$ cat src/rtl/sft_pkg.sv
`timescale 1ns/1ps
package sft_pkg;
    localparam int LEN_W = 6;   // holds element sizes up to 32
    localparam int CNT_W = 7;   // element count code width

    // field positions inside the configuration word
    localparam int F_LEN1   = 0;
    localparam int F_CNT1   = 3;
    localparam int F_ORDER  = 12;
    localparam int F_DELAY  = 13;
    localparam int F_FSIGN  = 15;
    localparam int F_LEN2   = 16;
    localparam int F_CNT2   = 19;
    localparam int F_P2SYNC = 26;
    localparam int F_DUAL   = 27;

    typedef enum logic [1:0] {
        ST_IDLE  = 2'd0,
        ST_DELAY = 2'd1,
        ST_SHIFT = 2'd2,
        ST_GAP   = 2'd3
    } sft_state_e;

    typedef struct packed {
        logic [LEN_W-1:0] len1;
        logic [LEN_W-1:0] len2;
        logic [CNT_W-1:0] cnt1;
        logic [CNT_W-1:0] cnt2;
        logic [1:0]       ddly;
        logic             lsb_first;
        logic             fs_ignore;
        logic             dual;
        logic             p2_on_sync;
    } sft_fields_t;

    function automatic logic [LEN_W-1:0] elem_bits(input logic [2:0] code);
        logic [LEN_W-1:0] r;
        unique case (code)
            3'd0: r = 6'd8;
            3'd1: r = 6'd10;
            3'd2: r = 6'd12;
            3'd3: r = 6'd14;
            3'd4: r = 6'd16;
            3'd5: r = 6'd20;
            3'd6: r = 6'd24;
            default: r = 6'd32;
        endcase
        return r;
    endfunction
endpackage

$ cat src/rtl/sft_cfg_decode.sv
`timescale 1ns/1ps
module sft_cfg_decode
    import sft_pkg::*;
#(
    parameter int CFG_W = 32
) (
    input  logic [CFG_W-1:0] cfg,
    output sft_fields_t      fld
);
    logic unused_bits;
    assign unused_bits = ^{cfg[11:10], cfg[CFG_W-1:28]};

    always_comb begin
        fld.len1       = elem_bits(cfg[F_LEN1 +: 3]);
        fld.len2       = elem_bits(cfg[F_LEN2 +: 3]);
        fld.cnt1       = cfg[F_CNT1 +: CNT_W];
        fld.cnt2       = cfg[F_CNT2 +: CNT_W];
        fld.ddly       = cfg[F_DELAY +: 2];
        fld.lsb_first  = cfg[F_ORDER];
        fld.fs_ignore  = cfg[F_FSIGN];
        fld.dual       = cfg[F_DUAL];
        fld.p2_on_sync = cfg[F_P2SYNC];
    end
endmodule

$ cat src/rtl/sft_shift.sv
`timescale 1ns/1ps
module sft_shift #(
    parameter int DATA_W = 32,
    parameter int LEN_W  = 6
) (
    input  logic              clk,
    input  logic              rst_n,
    input  logic              load,
    input  logic              adv,
    input  logic [DATA_W-1:0] word_in,
    input  logic [LEN_W-1:0]  len_in,
    input  logic              lsb_first,
    output logic              bit_out,
    output logic              last_bit
);
    localparam int IDX_W = $clog2(DATA_W);

    logic [DATA_W-1:0] word_q;
    logic [LEN_W-1:0]  len_q;
    logic [LEN_W-1:0]  k_q;
    logic [LEN_W-1:0]  pos;
    logic              unused_pos;

    always_ff @(posedge clk or negedge rst_n) begin
        if (!rst_n) begin
            word_q <= '0;
            len_q  <= LEN_W'(8);
            k_q    <= '0;
        end else if (load) begin
            word_q <= word_in;
            len_q  <= len_in;
            k_q    <= '0;
        end else if (adv) begin
            k_q    <= k_q + 1'b1;
        end
    end

    assign pos        = lsb_first ? k_q : (len_q - 1'b1 - k_q);
    assign unused_pos = ^pos[LEN_W-1:IDX_W];
    assign bit_out    = word_q[pos[IDX_W-1:0]];
    assign last_bit   = (k_q == len_q - 1'b1);

    AST_POS_IN_RANGE: assert property (@(posedge clk) disable iff (!rst_n)
        k_q < len_q);
endmodule

$ cat src/rtl/serial_frame_tx.sv
`timescale 1ns/1ps
module serial_frame_tx
    import sft_pkg::*;
#(
    parameter int DATA_W = 32,
    parameter int CFG_W  = 32
) (
    input  logic              clk,
    input  logic              rst_n,
    input  logic [CFG_W-1:0]  cfg,
    input  logic              bit_en,
    input  logic              fsync,
    input  logic [DATA_W-1:0] data_in,
    input  logic              data_valid,
    output logic              data_ready,
    output logic              sdata,
    output logic              busy,
    output logic              underrun,
    output logic              fs_err
);
    sft_state_e  state_q, state_d;
    sft_fields_t fld_live, fld_q, fsel;
    logic        p2_q;
    logic [CNT_W-1:0] elem_q;
    logic [1:0]  dly_q;
    logic        underrun_q, fs_err_q;

    logic start_elem, adv, load_cnt, dec_cnt, dly_load, dly_dec;
    logic p2_set, p2_clr, latch_cfg, abort, use_p2;
    logic mid_fs, bit_val, last_bit;
    logic [LEN_W-1:0] len_sel;
    logic [CNT_W-1:0] cnt_sel;

    sft_cfg_decode #(.CFG_W(CFG_W)) u_dec (
        .cfg (cfg),
        .fld (fld_live)
    );

    assign fsel   = (state_q == ST_IDLE) ? fld_live : fld_q;
    assign mid_fs = bit_en && fsync && !fsel.fs_ignore;

    // next state and control
    always_comb begin
        state_d    = state_q;
        start_elem = 1'b0;
        adv        = 1'b0;
        load_cnt   = 1'b0;
        dec_cnt    = 1'b0;
        dly_load   = 1'b0;
        dly_dec    = 1'b0;
        p2_set     = 1'b0;
        p2_clr     = 1'b0;
        latch_cfg  = 1'b0;
        abort      = 1'b0;
        use_p2     = p2_q;
        unique case (state_q)
            ST_IDLE: begin
                use_p2 = 1'b0;
                if (bit_en && fsync) begin                 // start
                    latch_cfg = 1'b1;
                    p2_clr    = 1'b1;
                    load_cnt  = 1'b1;
                    if (fsel.ddly == 2'd0) begin
                        start_elem = 1'b1;
                        state_d    = ST_SHIFT;
                    end else begin
                        dly_load = 1'b1;
                        state_d  = ST_DELAY;
                    end
                end
            end
            ST_DELAY: begin
                if (mid_fs) begin                          // abort
                    abort   = 1'b1;
                    state_d = ST_IDLE;
                end else if (bit_en) begin
                    if (dly_q == 2'd0) begin               // delay-done
                        start_elem = 1'b1;
                        state_d    = ST_SHIFT;
                    end else begin
                        dly_dec = 1'b1;
                    end
                end
            end
            ST_SHIFT: begin
                if (mid_fs) begin                          // abort
                    abort   = 1'b1;
                    state_d = ST_IDLE;
                end else if (bit_en) begin
                    if (!last_bit) begin
                        adv = 1'b1;
                    end else if (elem_q != '0) begin       // next-element
                        start_elem = 1'b1;
                        dec_cnt    = 1'b1;
                    end else if (!p2_q && fsel.dual) begin
                        p2_set = 1'b1;
                        if (fsel.p2_on_sync) begin         // phase-park
                            state_d = ST_GAP;
                        end else begin                     // phase-chain
                            use_p2     = 1'b1;
                            load_cnt   = 1'b1;
                            start_elem = 1'b1;
                        end
                    end else begin                         // finish
                        state_d = ST_IDLE;
                    end
                end
            end
            ST_GAP: begin
                use_p2 = 1'b1;
                if (bit_en && fsync) begin                 // resume
                    load_cnt = 1'b1;
                    if (fsel.ddly == 2'd0) begin
                        start_elem = 1'b1;
                        state_d    = ST_SHIFT;
                    end else begin
                        dly_load = 1'b1;
                        state_d  = ST_DELAY;
                    end
                end
            end
            default: state_d = ST_IDLE;
        endcase
    end

    assign len_sel = use_p2 ? fsel.len2 : fsel.len1;
    assign cnt_sel = use_p2 ? fsel.cnt2 : fsel.cnt1;

    // state register
    always_ff @(posedge clk or negedge rst_n) begin
        if (!rst_n) state_q <= ST_IDLE;
        else        state_q <= state_d;
    end

    // frame bookkeeping registers
    always_ff @(posedge clk or negedge rst_n) begin
        if (!rst_n) begin
            fld_q      <= '0;
            p2_q       <= 1'b0;
            elem_q     <= '0;
            dly_q      <= '0;
            underrun_q <= 1'b0;
            fs_err_q   <= 1'b0;
        end else begin
            if (latch_cfg) fld_q <= fld_live;
            if (p2_clr)      p2_q <= 1'b0;
            else if (p2_set) p2_q <= 1'b1;
            if (load_cnt)     elem_q <= cnt_sel;
            else if (dec_cnt) elem_q <= elem_q - 1'b1;
            if (dly_load)     dly_q <= fsel.ddly - 2'd1;
            else if (dly_dec) dly_q <= dly_q - 2'd1;
            if (start_elem && !data_valid) underrun_q <= 1'b1;
            if (abort) fs_err_q <= 1'b1;
        end
    end

    sft_shift #(.DATA_W(DATA_W), .LEN_W(LEN_W)) u_shift (
        .clk       (clk),
        .rst_n     (rst_n),
        .load      (start_elem),
        .adv       (adv),
        .word_in   (data_valid ? data_in : '0),
        .len_in    (len_sel),
        .lsb_first (fsel.lsb_first),
        .bit_out   (bit_val),
        .last_bit  (last_bit)
    );

    // outputs
    always_comb begin
        sdata      = (state_q == ST_SHIFT) && bit_val;
        busy       = (state_q != ST_IDLE);
        data_ready = start_elem;
        underrun   = underrun_q;
        fs_err     = fs_err_q;
    end

    AST_READY_ON_TICK: assert property (@(posedge clk) disable iff (!rst_n)
        data_ready |-> bit_en);
    AST_HOLD_OFF_TICK: assert property (@(posedge clk) disable iff (!rst_n)
        !bit_en |=> ($stable(sdata) && $stable(busy)));
    AST_UNDERRUN_SET: assert property (@(posedge clk) disable iff (!rst_n)
        (data_ready && !data_valid) |=> underrun);
    AST_UNDERRUN_STICKY: assert property (@(posedge clk) disable iff (!rst_n)
        underrun |=> underrun);
    AST_FSERR_STICKY: assert property (@(posedge clk) disable iff (!rst_n)
        fs_err |=> fs_err);
    AST_ABORT_ENDS: assert property (@(posedge clk) disable iff (!rst_n)
        (bit_en && fsync && !fld_q.fs_ignore &&
         (state_q == ST_DELAY || state_q == ST_SHIFT)) |=> (!busy && fs_err));
endmodule

$ cat config.mk
export PLATFORM = sky130hd
export DESIGN_NAME = serial_frame_tx
export DESIGN_NICKNAME = d
export VERILOG_FILES = /design/src/rtl/sft_pkg.sv /design/src/rtl/sft_cfg_decode.sv /design/src/rtl/sft_shift.sv /design/src/rtl/serial_frame_tx.sv
export SDC_FILE = /design/constraint.sdc
export NUM_CORES = 1
export LEC_CHECK = 0
export BUFFER_PORTS_ARGS = -buffer_cell sky130_fd_sc_hd__buf_4
export CAP_MARGIN = 20
export CORE_MARGIN = 2
export CORE_UTILIZATION = 50
export DETAILED_ROUTE_END_ITERATION = 10
export GPL_ROUTABILITY_DRIVEN = 0
export PLACE_DENSITY = 0.76
export SLEW_MARGIN = 15
export SYNTH_ARGS = -nofsm -noshare
export SYNTH_HDL_FRONTEND = slang
export SYNTH_SLANG_ARGS = --single-unit
$ cat constraint.sdc
create_clock -name clk -period 4.3 [get_ports clk]
set_input_delay 0.43 -clock clk [delete_from_list [all_inputs] [get_ports clk]]
set_output_delay 0.43 -clock clk [all_outputs]
set_load 0.05 [all_outputs]
==> report_table.html, run 1 <==
<table>
<tr><th>Metric</th><th>Value</th></tr>
<tr><th colspan="2">Timing</th></tr>
<tr><td>Headroom to the max-slew limit</td><td>a little over 40%</td></tr>
<tr><td>Number of failing hold endpoints at the final stage</td><td>0</td></tr>
<tr><td>Setup Viol. Count Final</td><td>0</td></tr>
<tr><td>Worst clock skew</td><td>approximately 0.012 ns</td></tr>
<tr><td>Shortest clock period the worst path allows after layout</td><td>between 3 and 4 ns</td></tr>
<tr><td>Sum of negative setup slack</td><td>0 ns</td></tr>
<tr><td>Max Fclk</td><td>around 260 MHz</td></tr>
<tr><td>Setup repair after global routing missed its margin</td><td>no</td></tr>
<tr><td>Fin. max-slew vios</td><td>0</td></tr>
<tr><td>Post-route fraction of the period consumed by the critical path</td><td>89.4%</td></tr>
<tr><td>Pin slew with the least headroom to its limit</td><td>around 0.88 ns</td></tr>
<tr><td>Minimum setup slack in the final design</td><td>0.455 ns</td></tr>
<tr><th colspan="2">Placement</th></tr>
<tr><td>Half-perimeter wire length of the detailed placement result</td><td>8690 µm</td></tr>
<tr><td>Placed cell count</td><td>between 700 and 800</td></tr>
<tr><td>Total placed instance area</td><td>about 0.0061 mm²</td></tr>
<tr><td>I/O Buffers</td><td>67</td></tr>
<tr><td>Placement-stage worst setup slack</td><td>about 0.81 ns</td></tr>
<tr><th colspan="2">CTS</th></tr>
<tr><td>Resized cells post-CTS</td><td>0</td></tr>
<tr><td>CTS tree</td><td>built</td></tr>
<tr><td>Clk root buf</td><td>sky130_fd_sc_hd__clkbuf_8</td></tr>
<tr><td>Clock buffer count from CTS</td><td>9</td></tr>
<tr><td>TritonCTS Sinks</td><td>between 80 and 90</td></tr>
<tr><td>H-tree Lvls</td><td>3</td></tr>
<tr><td>Clock tree buffer depth</td><td>2</td></tr>
<tr><td>Buffers inserted during post-CTS setup optimization</td><td>0</td></tr>
<tr><td>Quantity of hold-fixing buffers added after cts</td><td>0</td></tr>
<tr><td>Clock slew at reported path FFs</td><td>roughly 0.090 ns</td></tr>
<tr><td>Later-pin clock latency in the skew report</td><td>about 0.37 ns</td></tr>
<tr><th colspan="2">Route</th></tr>
<tr><td>Wirelength per Cell</td><td>16.2 µm</td></tr>
<tr><td>Post-route ant nets</td><td>0</td></tr>
<tr><td>Total iterations of the first detailed-routing run</td><td>4</td></tr>
<tr><td>Drt first-iter violations</td><td>roughly 340</td></tr>
<tr><td>Vias</td><td>approximately 4500</td></tr>
<tr><td>Average vias per placed instance</td><td>between 5 and 6</td></tr>
<tr><td>Final routed DRC violation total</td><td>0</td></tr>
<tr><td>Total length of routed wires</td><td>approximately 13000 µm</td></tr>
<tr><th colspan="2">Synthesis</th></tr>
<tr><td>Post-synthesis average cell area</td><td>~9.4 µm²</td></tr>
<tr><td>Ys flop type</td><td>sky130_fd_sc_hd__dfrtp_1</td></tr>
<tr><td>Portion of netlist area occupied by mux cells</td><td>between 10% and 20%</td></tr>
<tr><td>Seq cells post-synth</td><td>87</td></tr>
<tr><td>Simple-gate share of the synthesized area</td><td>about 15%</td></tr>
<tr><td>Area contributors post-synth</td><td>sky130_fd_sc_hd__dfrtp_1, sky130_fd_sc_hd__mux2i_1, sky130_fd_sc_hd__mux2_2</td></tr>
<tr><td>Post-synthesis adder-cell area fraction</td><td>under 10%</td></tr>
<tr><td>Compound-Gate Fraction of Synth Area</td><td>between 15 and 20%</td></tr>
<tr><td>Warning count from the yosys run</td><td>0</td></tr>
<tr><td>Synthesized instance count</td><td>582</td></tr>
<tr><td>Fraction of synthesized cell area in xor and xnor cells</td><td>under 10%</td></tr>
<tr><td>Combinational family with the most area after synthesis</td><td>multiplexers</td></tr>
<tr><td>Cell type contributing the most total cell area after synthesis</td><td>sky130_fd_sc_hd__dfrtp_1</td></tr>
<tr><td>Synth async-reset ratio</td><td>100%</td></tr>
<tr><td>Netlist area before placement</td><td>approximately 0.0055 mm²</td></tr>
<tr><td>Post-synth EDFFs</td><td>0</td></tr>
<tr><td>Fraction of synthesized cell area taken by the top area cell type</td><td>between 30% and 40%</td></tr>
<tr><td>Number of distinct library cells after synthesis</td><td>53</td></tr>
<tr><td>Number of nets in the synthesized netlist</td><td>between 600 and 700</td></tr>
<tr><td>Sequential-to-total area share from yosys stat</td><td>around two fifths</td></tr>
<tr><th colspan="2">Final layout</th></tr>
<tr><td>Number of antenna cells inserted</td><td>0</td></tr>
<tr><td>Area growth from synthesis to layout</td><td>14.3%</td></tr>
<tr><td>Share of cells above drive strength 1</td><td>a little under a quarter</td></tr>
<tr><td>Number of standard cells in the layout, taps in and fillers out</td><td>~800</td></tr>
<tr><td>Net count, final</td><td>approximately 720</td></tr>
<tr><td>Post-route design area</td><td>approximately 0.0063 mm²</td></tr>
<tr><th colspan="2">GRT</th></tr>
<tr><td>Antenna violations before repair</td><td>0</td></tr>
<tr><td>Pin count of the biggest net entering global routing</td><td>slightly below 60</td></tr>
<tr><td>GRT Total Usage</td><td>roughly 23%</td></tr>
<tr><td>Remaining Overflow, GRT</td><td>0</td></tr>
<tr><td>Number of global-route vias before repair</td><td>between 4000 and 5000</td></tr>
<tr><td>Global-route wire length before repair</td><td>between 20000 and 25000 µm</td></tr>
<tr><th colspan="2">Worst setup path</th></tr>
<tr><td>Critical path buffers and inverters</td><td>3</td></tr>
<tr><td>Critical path endpoint category</td><td>output port</td></tr>
<tr><td>CP dominant cell by count</td><td>sky130_fd_sc_hd__buf_4</td></tr>
<tr><td>Launching element type of the critical path</td><td>flop</td></tr>
<tr><td>Standard cell with the maximum stage delay on the critical path</td><td>sky130_fd_sc_hd__ha_1</td></tr>
<tr><td>Path type of the worst setup path</td><td>reg -&gt; out</td></tr>
<tr><td>Cell breakdown of the critical path</td><td>inv_1 -&gt; ha_1 -&gt; nand4_1 -&gt; or4_4 -&gt; o31ai_4 -&gt; buf_4 -&gt; buf_4</td></tr>
<tr><td>Delay of the slowest cell on the worst path</td><td>0.74 ns</td></tr>
<tr><td>Arrival @ worst endpoint</td><td>~3.4 ns</td></tr>
<tr><td>Maximum fanout count along the critical path</td><td>27</td></tr>
<tr><td>Cell family with most CP delay</td><td>simple AND/OR/NAND/NOR gates</td></tr>
<tr><td>Worst EP required</td><td>around 3.9 ns</td></tr>
<tr><th colspan="2">Floorplan</th></tr>
<tr><td>Starting Density</td><td>a little over 50%</td></tr>
<tr><td>Die width</td><td>about 110 µm</td></tr>
<tr><td>Number of placement rows</td><td>38</td></tr>
<tr><td>Die area</td><td>0.0119 mm²</td></tr>
<tr><td>Area of the core region</td><td>0.0108 mm²</td></tr>
<tr><td>Top-Level Pins</td><td>74</td></tr>
<tr><td>Vertical die dimension</td><td>109 µm</td></tr>
<tr><th colspan="2">Power</th></tr>
<tr><td>Static leakage</td><td>around 2.7 nW</td></tr>
<tr><td>Power density over cell area</td><td>741 mW/mm²</td></tr>
<tr><td>Maximum resistive drop on vdd</td><td>around 0.35 mV</td></tr>
<tr><td>Overall Power</td><td>about 4.7 mW</td></tr>
<tr><th colspan="2">Hold path</th></tr>
<tr><td>Hold crit path type</td><td>in -&gt; async</td></tr>
<tr><th colspan="2">Run</th></tr>
<tr><td>Number of max-cap violations</td><td>0</td></tr>
<tr><th colspan="2">Outcome</th></tr>
<tr><td>Outcome</td><td>complete, no violations</td></tr>
</table>
[cell families after synthesis]
family,count (synthesis)
xor gates and xnor gates,19
buffers and inverters,86
muxes,83
DFF,87
AOI/OAI and AO/OA,137
adders and majority gates,12
and+or+nand+nor,158
[worst register-to-register path, stage by stage, from the launching register on]
cell	delay, ns
sky130_fd_sc_hd__dfrtp_1	0.39
sky130_fd_sc_hd__inv_1	0.09
sky130_fd_sc_hd__ha_1	0.74
sky130_fd_sc_hd__nand4_1	0.42
sky130_fd_sc_hd__or4_4	0.60
sky130_fd_sc_hd__o31ai_4	0.27
sky130_fd_sc_hd__buf_4	0.45
sky130_fd_sc_hd__and2_1	0.32
sky130_fd_sc_hd__a221oi_2	0.09
[layer usage]
metal	wire length (µm)	up-vias	GRT usage, %	part of all wire, %
li1	-	2188	-	-
met1	5590	2232	28.6	44
met2	6350	109	39.0	50
met3	536	14	3.77	4.2
met4	161	0	7.88	1.3
met5	0	-	0	0
[synth_stat cells, types with 7 or more instances]
cell type and instances:
sky130_fd_sc_hd__dfrtp_1 86, sky130_fd_sc_hd__o21ai_0 66, sky130_fd_sc_hd__inv_1 50, sky130_fd_sc_hd__nand3_1 45, sky130_fd_sc_hd__mux2i_1 43, sky130_fd_sc_hd__mux2_2 35, sky130_fd_sc_hd__nor2_1 34, sky130_fd_sc_hd__nand2_1 27
sky130_fd_sc_hd__clkbuf_1 23, sky130_fd_sc_hd__a21oi_1 16, sky130_fd_sc_hd__ha_1 12, sky130_fd_sc_hd__nand4_1 11, sky130_fd_sc_hd__nand2b_1 10, sky130_fd_sc_hd__buf_2 9, sky130_fd_sc_hd__xnor2_1 9, sky130_fd_sc_hd__xor2_1 9
sky130_fd_sc_hd__o221a_2 8, sky130_fd_sc_hd__a22oi_1 7, sky130_fd_sc_hd__nor3_1 7, sky130_fd_sc_hd__o22ai_1 7
[cell type report]
type / instances / area, µm²
clock inverters: 4 / 47.5
inverters: 50 / 188
fillers: 922 / 4510
well taps: 140 / 175
multi-input cells: 409 / 2970
flip-flops and latches: 87 / 2180
repair buffers: 77 / 578
clock buffers: 12 / 145
[through the flow]
| step | util, % | hold WS [ns] |
|---|---|---|
| after global routing | 58.2 | 0.194 |
| after detailed placement | 56.4 | 0.448 |
| after CTS | 58.2 | 0.160 |
| after floorplan | - | 0.134 |
| after global placement | 56.4 | 0.443 |
| final | 58.2 | 0.126 |
[flip-flops by register name, summed over array words and instances, names as in the netlist]
signal	count
fld_q	30
underrun	1
fs_err	1
u_shift.word_q	32
dly_q	2
state_q	2
p2_q	1
u_shift.len_q	5
elem_q	7
u_shift.k_q	6
[path summary, 6_finish.rpt]
kind	startpoint	endpoint	slack, ns	cells past startpoint
hold / removal	rst_n	fs_err$_DFFE_PN0P_	0.13	1
setup reg to reg	u_shift.len_q[1]$_DFFE_PN0P_	u_shift.len_q[4]$_DFFE_PN0P_	0.81	8
hold reg to reg	underrun$_DFFE_PN0P_	underrun$_DFFE_PN0P_	0.47	1
setup / recovery	u_shift.len_q[1]$_DFFE_PN0P_	data_ready	0.45	7
min in group clk	fsync	p2_q$_DFFE_PN0P_	0.28	2
max in group asynchronous	rst_n	u_shift.len_q[3]$_DFFE_PN1P_	3.25	2
[report_power, final]
| group | total, mW | switching, mW | internal (mW) | leakage (nW) |
|---|---|---|---|---|
| registers | 1.48 | 0.296 | 1.19 | 1.09 |
| clock network | 0.585 | 0.302 | 0.283 | 0.0964 |
| logic | 2.59 | 1.44 | 1.14 | 1.53 |
[cell usage in the layout (no fill, tap or decap), types with 2 or more instances in the layout]
cell type and n:
sky130_fd_sc_hd__o22ai_1 7, sky130_fd_sc_hd__mux2_2 35, sky130_fd_sc_hd__o21ai_0 66, sky130_fd_sc_hd__a221oi_2 3, sky130_fd_sc_hd__nand2b_1 10, sky130_fd_sc_hd__inv_1 50
sky130_fd_sc_hd__o211ai_1 3, sky130_fd_sc_hd__a21o_1 4, sky130_fd_sc_hd__clkbuf_1 2, sky130_fd_sc_hd__xor2_1 9, sky130_fd_sc_hd__or3b_2 3, sky130_fd_sc_hd__and2_1 2
sky130_fd_sc_hd__o41ai_1 4, sky130_fd_sc_hd__clkbuf_8 10, sky130_fd_sc_hd__a31oi_1 2, sky130_fd_sc_hd__clkinv_2 2, sky130_fd_sc_hd__o211a_1 4, sky130_fd_sc_hd__mux4_2 5
sky130_fd_sc_hd__ha_1 12, sky130_fd_sc_hd__o221a_2 8, sky130_fd_sc_hd__nor4_1 4, sky130_fd_sc_hd__mux2i_1 43, sky130_fd_sc_hd__xnor2_1 9, sky130_fd_sc_hd__nand2_1 27
sky130_fd_sc_hd__a21oi_1 16, sky130_fd_sc_hd__dfrtp_1 86, sky130_fd_sc_hd__buf_4 77, sky130_fd_sc_hd__o21a_1 5, sky130_fd_sc_hd__a22oi_1 7, sky130_fd_sc_hd__or3_1 4
sky130_fd_sc_hd__nand3_1 45, sky130_fd_sc_hd__nor3_1 7, sky130_fd_sc_hd__nand4_1 11, sky130_fd_sc_hd__nor2b_1 2, sky130_fd_sc_hd__o311a_1 2, sky130_fd_sc_hd__nor2_1 34
Power figures use the tool's default switching activity.
==> inputs of run 2 (changes only) <==
CAP_MARGIN = not set   (was 20)
CORE_UTILIZATION = 30   (was 50)
PLACE_DENSITY = 0.52   (was 0.76)
==> report_table.html, run 2 (synthesis gave the netlist of run 1 again) <==
<table>
<tr><th>Metric</th><th>Value</th></tr>
<tr><th colspan="2">Outcome</th></tr>
<tr><td>Outcome</td><td>complete, no violations</td></tr>
<tr><th colspan="2">Timing</th></tr>
<tr><td>Fin. max-slew vios</td><td>0 (unchanged)</td></tr>
<tr><td>Pin slew with the least headroom to its limit</td><td>0.984 ns (+0.0994 ns)</td></tr>
<tr><td>Setup repair after global routing missed its margin</td><td>no</td></tr>
<tr><td>Post-route fraction of the period consumed by the critical path</td><td>89.2% (-0.21 points)</td></tr>
<tr><td>Worst clock skew</td><td>0.00678 ns (-0.00513 ns)</td></tr>
<tr><td>Sum of negative setup slack</td><td>0 ns (unchanged)</td></tr>
<tr><td>Number of failing hold endpoints at the final stage</td><td>0 (unchanged)</td></tr>
<tr><td>Shortest clock period the worst path allows after layout</td><td>3.84 ns (-0.00920 ns)</td></tr>
<tr><td>Headroom to the max-slew limit</td><td>33.8% (-6.7 points)</td></tr>
<tr><td>Hold slack final</td><td>0.111 ns (-0.0150 ns)</td></tr>
<tr><td>Max Fclk</td><td>261 MHz (+0.24%)</td></tr>
<tr><td>Setup Viol. Count Final</td><td>0 (unchanged)</td></tr>
<tr><th colspan="2">GRT</th></tr>
<tr><td>Met2 track utilization from global routing</td><td>24.6% (-14 points)</td></tr>
<tr><td>GRT met1 Usage</td><td>18.2% (-10 points)</td></tr>
<tr><td>Pin count of the biggest net entering global routing</td><td>51 (-14%)</td></tr>
<tr><td>Global-route wire length before repair</td><td>22900 µm (+8.2%)</td></tr>
<tr><td>Most Used Layer, Global Route</td><td>met2</td></tr>
<tr><td>Antenna violations before repair</td><td>0 (unchanged)</td></tr>
<tr><td>GRT Total Usage</td><td>14.5% (-8.1 points)</td></tr>
<tr><td>Number of global-route vias before repair</td><td>4642 (+2.7%)</td></tr>
<tr><td>Remaining Overflow, GRT</td><td>0 (unchanged)</td></tr>
<tr><td>Met3 Use GR</td><td>3.44% (-0.32 points)</td></tr>
<tr><th colspan="2">CTS</th></tr>
<tr><td>Clock tree buffer depth</td><td>2 (unchanged)</td></tr>
<tr><td>H-tree Lvls</td><td>3 (unchanged)</td></tr>
<tr><td>Buffers inserted during post-CTS setup optimization</td><td>0 (unchanged)</td></tr>
<tr><td>Quantity of hold-fixing buffers added after cts</td><td>0 (unchanged)</td></tr>
<tr><td>Later-pin clock latency in the skew report</td><td>0.35 ns (-0.02 ns)</td></tr>
<tr><td>Clock slew at reported path FFs</td><td>0.07 ns (-0.02 ns)</td></tr>
<tr><td>Clock buffer count from CTS</td><td>9 (unchanged)</td></tr>
<tr><td>CTS tree</td><td>built</td></tr>
<tr><td>Resized cells post-CTS</td><td>0 (unchanged)</td></tr>
<tr><td>Clk root buf</td><td>sky130_fd_sc_hd__clkbuf_16</td></tr>
<tr><td>TritonCTS Sinks</td><td>87 (unchanged)</td></tr>
<tr><th colspan="2">Floorplan</th></tr>
<tr><td>Area of the core region</td><td>0.0180 mm² (+66%)</td></tr>
<tr><td>Number of placement rows</td><td>49 (+29%)</td></tr>
<tr><td>Die area</td><td>0.0194 mm² (+64%)</td></tr>
<tr><td>Top-Level Pins</td><td>74 (unchanged)</td></tr>
<tr><td>Die width</td><td>139 µm (+28%)</td></tr>
<tr><td>Starting Density</td><td>30.6% (-20 points)</td></tr>
<tr><td>Vertical die dimension</td><td>139 µm (+28%)</td></tr>
<tr><th colspan="2">Run</th></tr>
<tr><td>Number of max-cap violations</td><td>0 (unchanged)</td></tr>
<tr><th colspan="2">Worst setup path</th></tr>
<tr><td>Reg-to-reg slack, setup</td><td>1.03 ns (+0.22 ns)</td></tr>
<tr><td>Path type of the worst setup path</td><td>reg -&gt; out</td></tr>
<tr><td>Worst EP required</td><td>3.87 ns (about the same)</td></tr>
<tr><td>Worst R2R Start</td><td>state_q[0]$_DFFE_PN0P_</td></tr>
<tr><td>Capture point of the worst reg-to-reg path</td><td>elem_q[1]$_DFFE_PN0P_</td></tr>
<tr><td>Arrival @ worst endpoint</td><td>3.41 ns (about the same)</td></tr>
<tr><td>Maximum fanout count along the critical path</td><td>14 (-48%)</td></tr>
<tr><td>R2r worst-path depth</td><td>9 (+1)</td></tr>
<tr><td>Launching element type of the critical path</td><td>flop</td></tr>
<tr><td>Critical path endpoint category</td><td>output port</td></tr>
<tr><th colspan="2">Placement</th></tr>
<tr><td>Half-perimeter wire length of the detailed placement result</td><td>9660 µm (+11%)</td></tr>
<tr><td>I/O Buffers</td><td>67 (unchanged)</td></tr>
<tr><th colspan="2">Power</th></tr>
<tr><td>Internal power</td><td>2.81 mW (+7.3%)</td></tr>
<tr><td>Static leakage</td><td>2.77 nW (+2.1%)</td></tr>
<tr><td>Power dissipated by switching net loads</td><td>2.09 mW (+2.2%)</td></tr>
<tr><td>Fraction of power consumed by the clock network</td><td>16.5% (+3.9 points)</td></tr>
<tr><td>Power density over cell area</td><td>750 mW/mm² (+1.3%)</td></tr>
<tr><td>Sw Share</td><td>42.6% (-1.2 points)</td></tr>
<tr><td>Maximum resistive drop on vdd</td><td>0.426 mV (+23%)</td></tr>
<tr><td>Combinational cell fraction of total power</td><td>53.3% (-2.2 points)</td></tr>
<tr><td>Sequential fraction of design power</td><td>30.2% (-1.7 points)</td></tr>
<tr><th colspan="2">Route</th></tr>
<tr><td>Final routed DRC violation total</td><td>0 (unchanged)</td></tr>
<tr><td>Post-route ant nets</td><td>0 (unchanged)</td></tr>
<tr><td>Average vias per placed instance</td><td>5.18 (-11%)</td></tr>
<tr><td>Total iterations of the first detailed-routing run</td><td>4 (unchanged)</td></tr>
<tr><td>Drt first-iter violations</td><td>214 (-36%)</td></tr>
<tr><td>Vias</td><td>4503 (-0.88%)</td></tr>
<tr><td>Total length of routed wires</td><td>13500 µm (+7.1%)</td></tr>
<tr><td>Wirelength per Cell</td><td>15.6 µm (-4.1%)</td></tr>
<tr><th colspan="2">Final layout</th></tr>
<tr><td>Largest register by flop count</td><td>u_shift.word_q</td></tr>
<tr><td>Top library cells by usage in the layout, fill and taps aside</td><td>sky130_fd_sc_hd__dfrtp_1, sky130_fd_sc_hd__buf_4, sky130_fd_sc_hd__o21ai_0</td></tr>
<tr><td>Biggest registers after layout</td><td>u_shift.word_q x32, fld_q x30, elem_q x7</td></tr>
<tr><td>Number of antenna cells inserted</td><td>0 (unchanged)</td></tr>
<tr><td>Flip-flop count of the largest register after layout</td><td>32 (unchanged)</td></tr>
<tr><td>Most frequent standard cell in the layout excluding fill and tap cells</td><td>sky130_fd_sc_hd__dfrtp_1</td></tr>
<tr><td>Net count, final</td><td>717 (+0.28%)</td></tr>
<tr><td>Area growth from synthesis to layout</td><td>18.6%</td></tr>
<tr><td>Share of cells above drive strength 1</td><td>24.3% (+0.39 points)</td></tr>
<tr><th colspan="2">Hold path</th></tr>
<tr><td>Hold crit path type</td><td>in -&gt; async</td></tr>
</table>
==> run 2: per-stage QoR <==
step | worst slack, ns | power [mW] | util [%] | instance area, µm² | std cells
2_1_floorplan | 0.237 | 3.44 | - | 5500 | 582
3_3_place_gp | 0.887 | 4.00 | 34.6 | 6220 | 854
3_5_place_dp | 0.838 | 4.10 | 34.6 | 6220 | 854
4_1_cts | 0.418 | 4.94 | 36.3 | 6520 | 870
5_1_grt | 0.304 | 5.30 | 36.3 | 6520 | 870
6_report | 0.464 | 4.89 | 36.3 | 6520 | 870
==> run 2: worst max path at each step <==
| stage | from | endpoint | slack [ns] |
|---|---|---|---|
| global placement | state_q[0]$_DFFE_PN0P_ | sdata | 0.89 |
| detailed placement | state_q[0]$_DFFE_PN0P_ | sdata | 0.84 |
| finish | u_shift.len_q[1]$_DFFE_PN0P_ | sdata | 0.46 |
| global route | u_shift.len_q[1]$_DFFE_PN0P_ | sdata | 0.30 |
| floorplan | u_shift.k_q[1]$_DFFE_PN0P_ | sdata | 0.24 |
| CTS | u_shift.len_q[1]$_DFFE_PN0P_ | sdata | 0.42 |
==> run 2: layout make-up <==
class | count | area (µm²)
fill | 1805 | 11400
multi-input combinational | 409 | 2970
sequential | 87 | 2180
timing repair buffer | 79 | 593
tap | 229 | 287
clock buffer | 11 | 243
inverter | 50 | 188
clock inverter | 5 | 58.8
==> run 2: worst max-delay path, stage by stage, from the launching register on <==
cell and delay (ns):
sky130_fd_sc_hd__dfrtp_1 0.40, sky130_fd_sc_hd__inv_1 0.09, sky130_fd_sc_hd__ha_1 0.66, sky130_fd_sc_hd__buf_4 0.30, sky130_fd_sc_hd__mux2i_1 0.23, sky130_fd_sc_hd__mux2i_1 0.11
sky130_fd_sc_hd__mux4_2 0.50, sky130_fd_sc_hd__and3_1 0.16, sky130_fd_sc_hd__nor4_1 0.29, sky130_fd_sc_hd__nor4_2 0.10, sky130_fd_sc_hd__buf_4 0.20
==> run 2: layer usage <==
layer  routed length [µm]  vias to the layer above
li1                     -                     2202
met1                 6110                     2212
met2                 6670                       75
met3                  546                       14
met4                  201                        0
met5                    0                        -
==> run 2: power groups by stage <==
stage	Sequential, mW	Clock, mW	Combinational [mW]
after floorplan	1.42	0	2.02
after global placement	1.47	0	2.53
after detailed placement	1.49	0	2.61
after CTS	1.48	0.833	2.63
after global routing	1.53	0.869	2.90
final	1.48	0.805	2.61
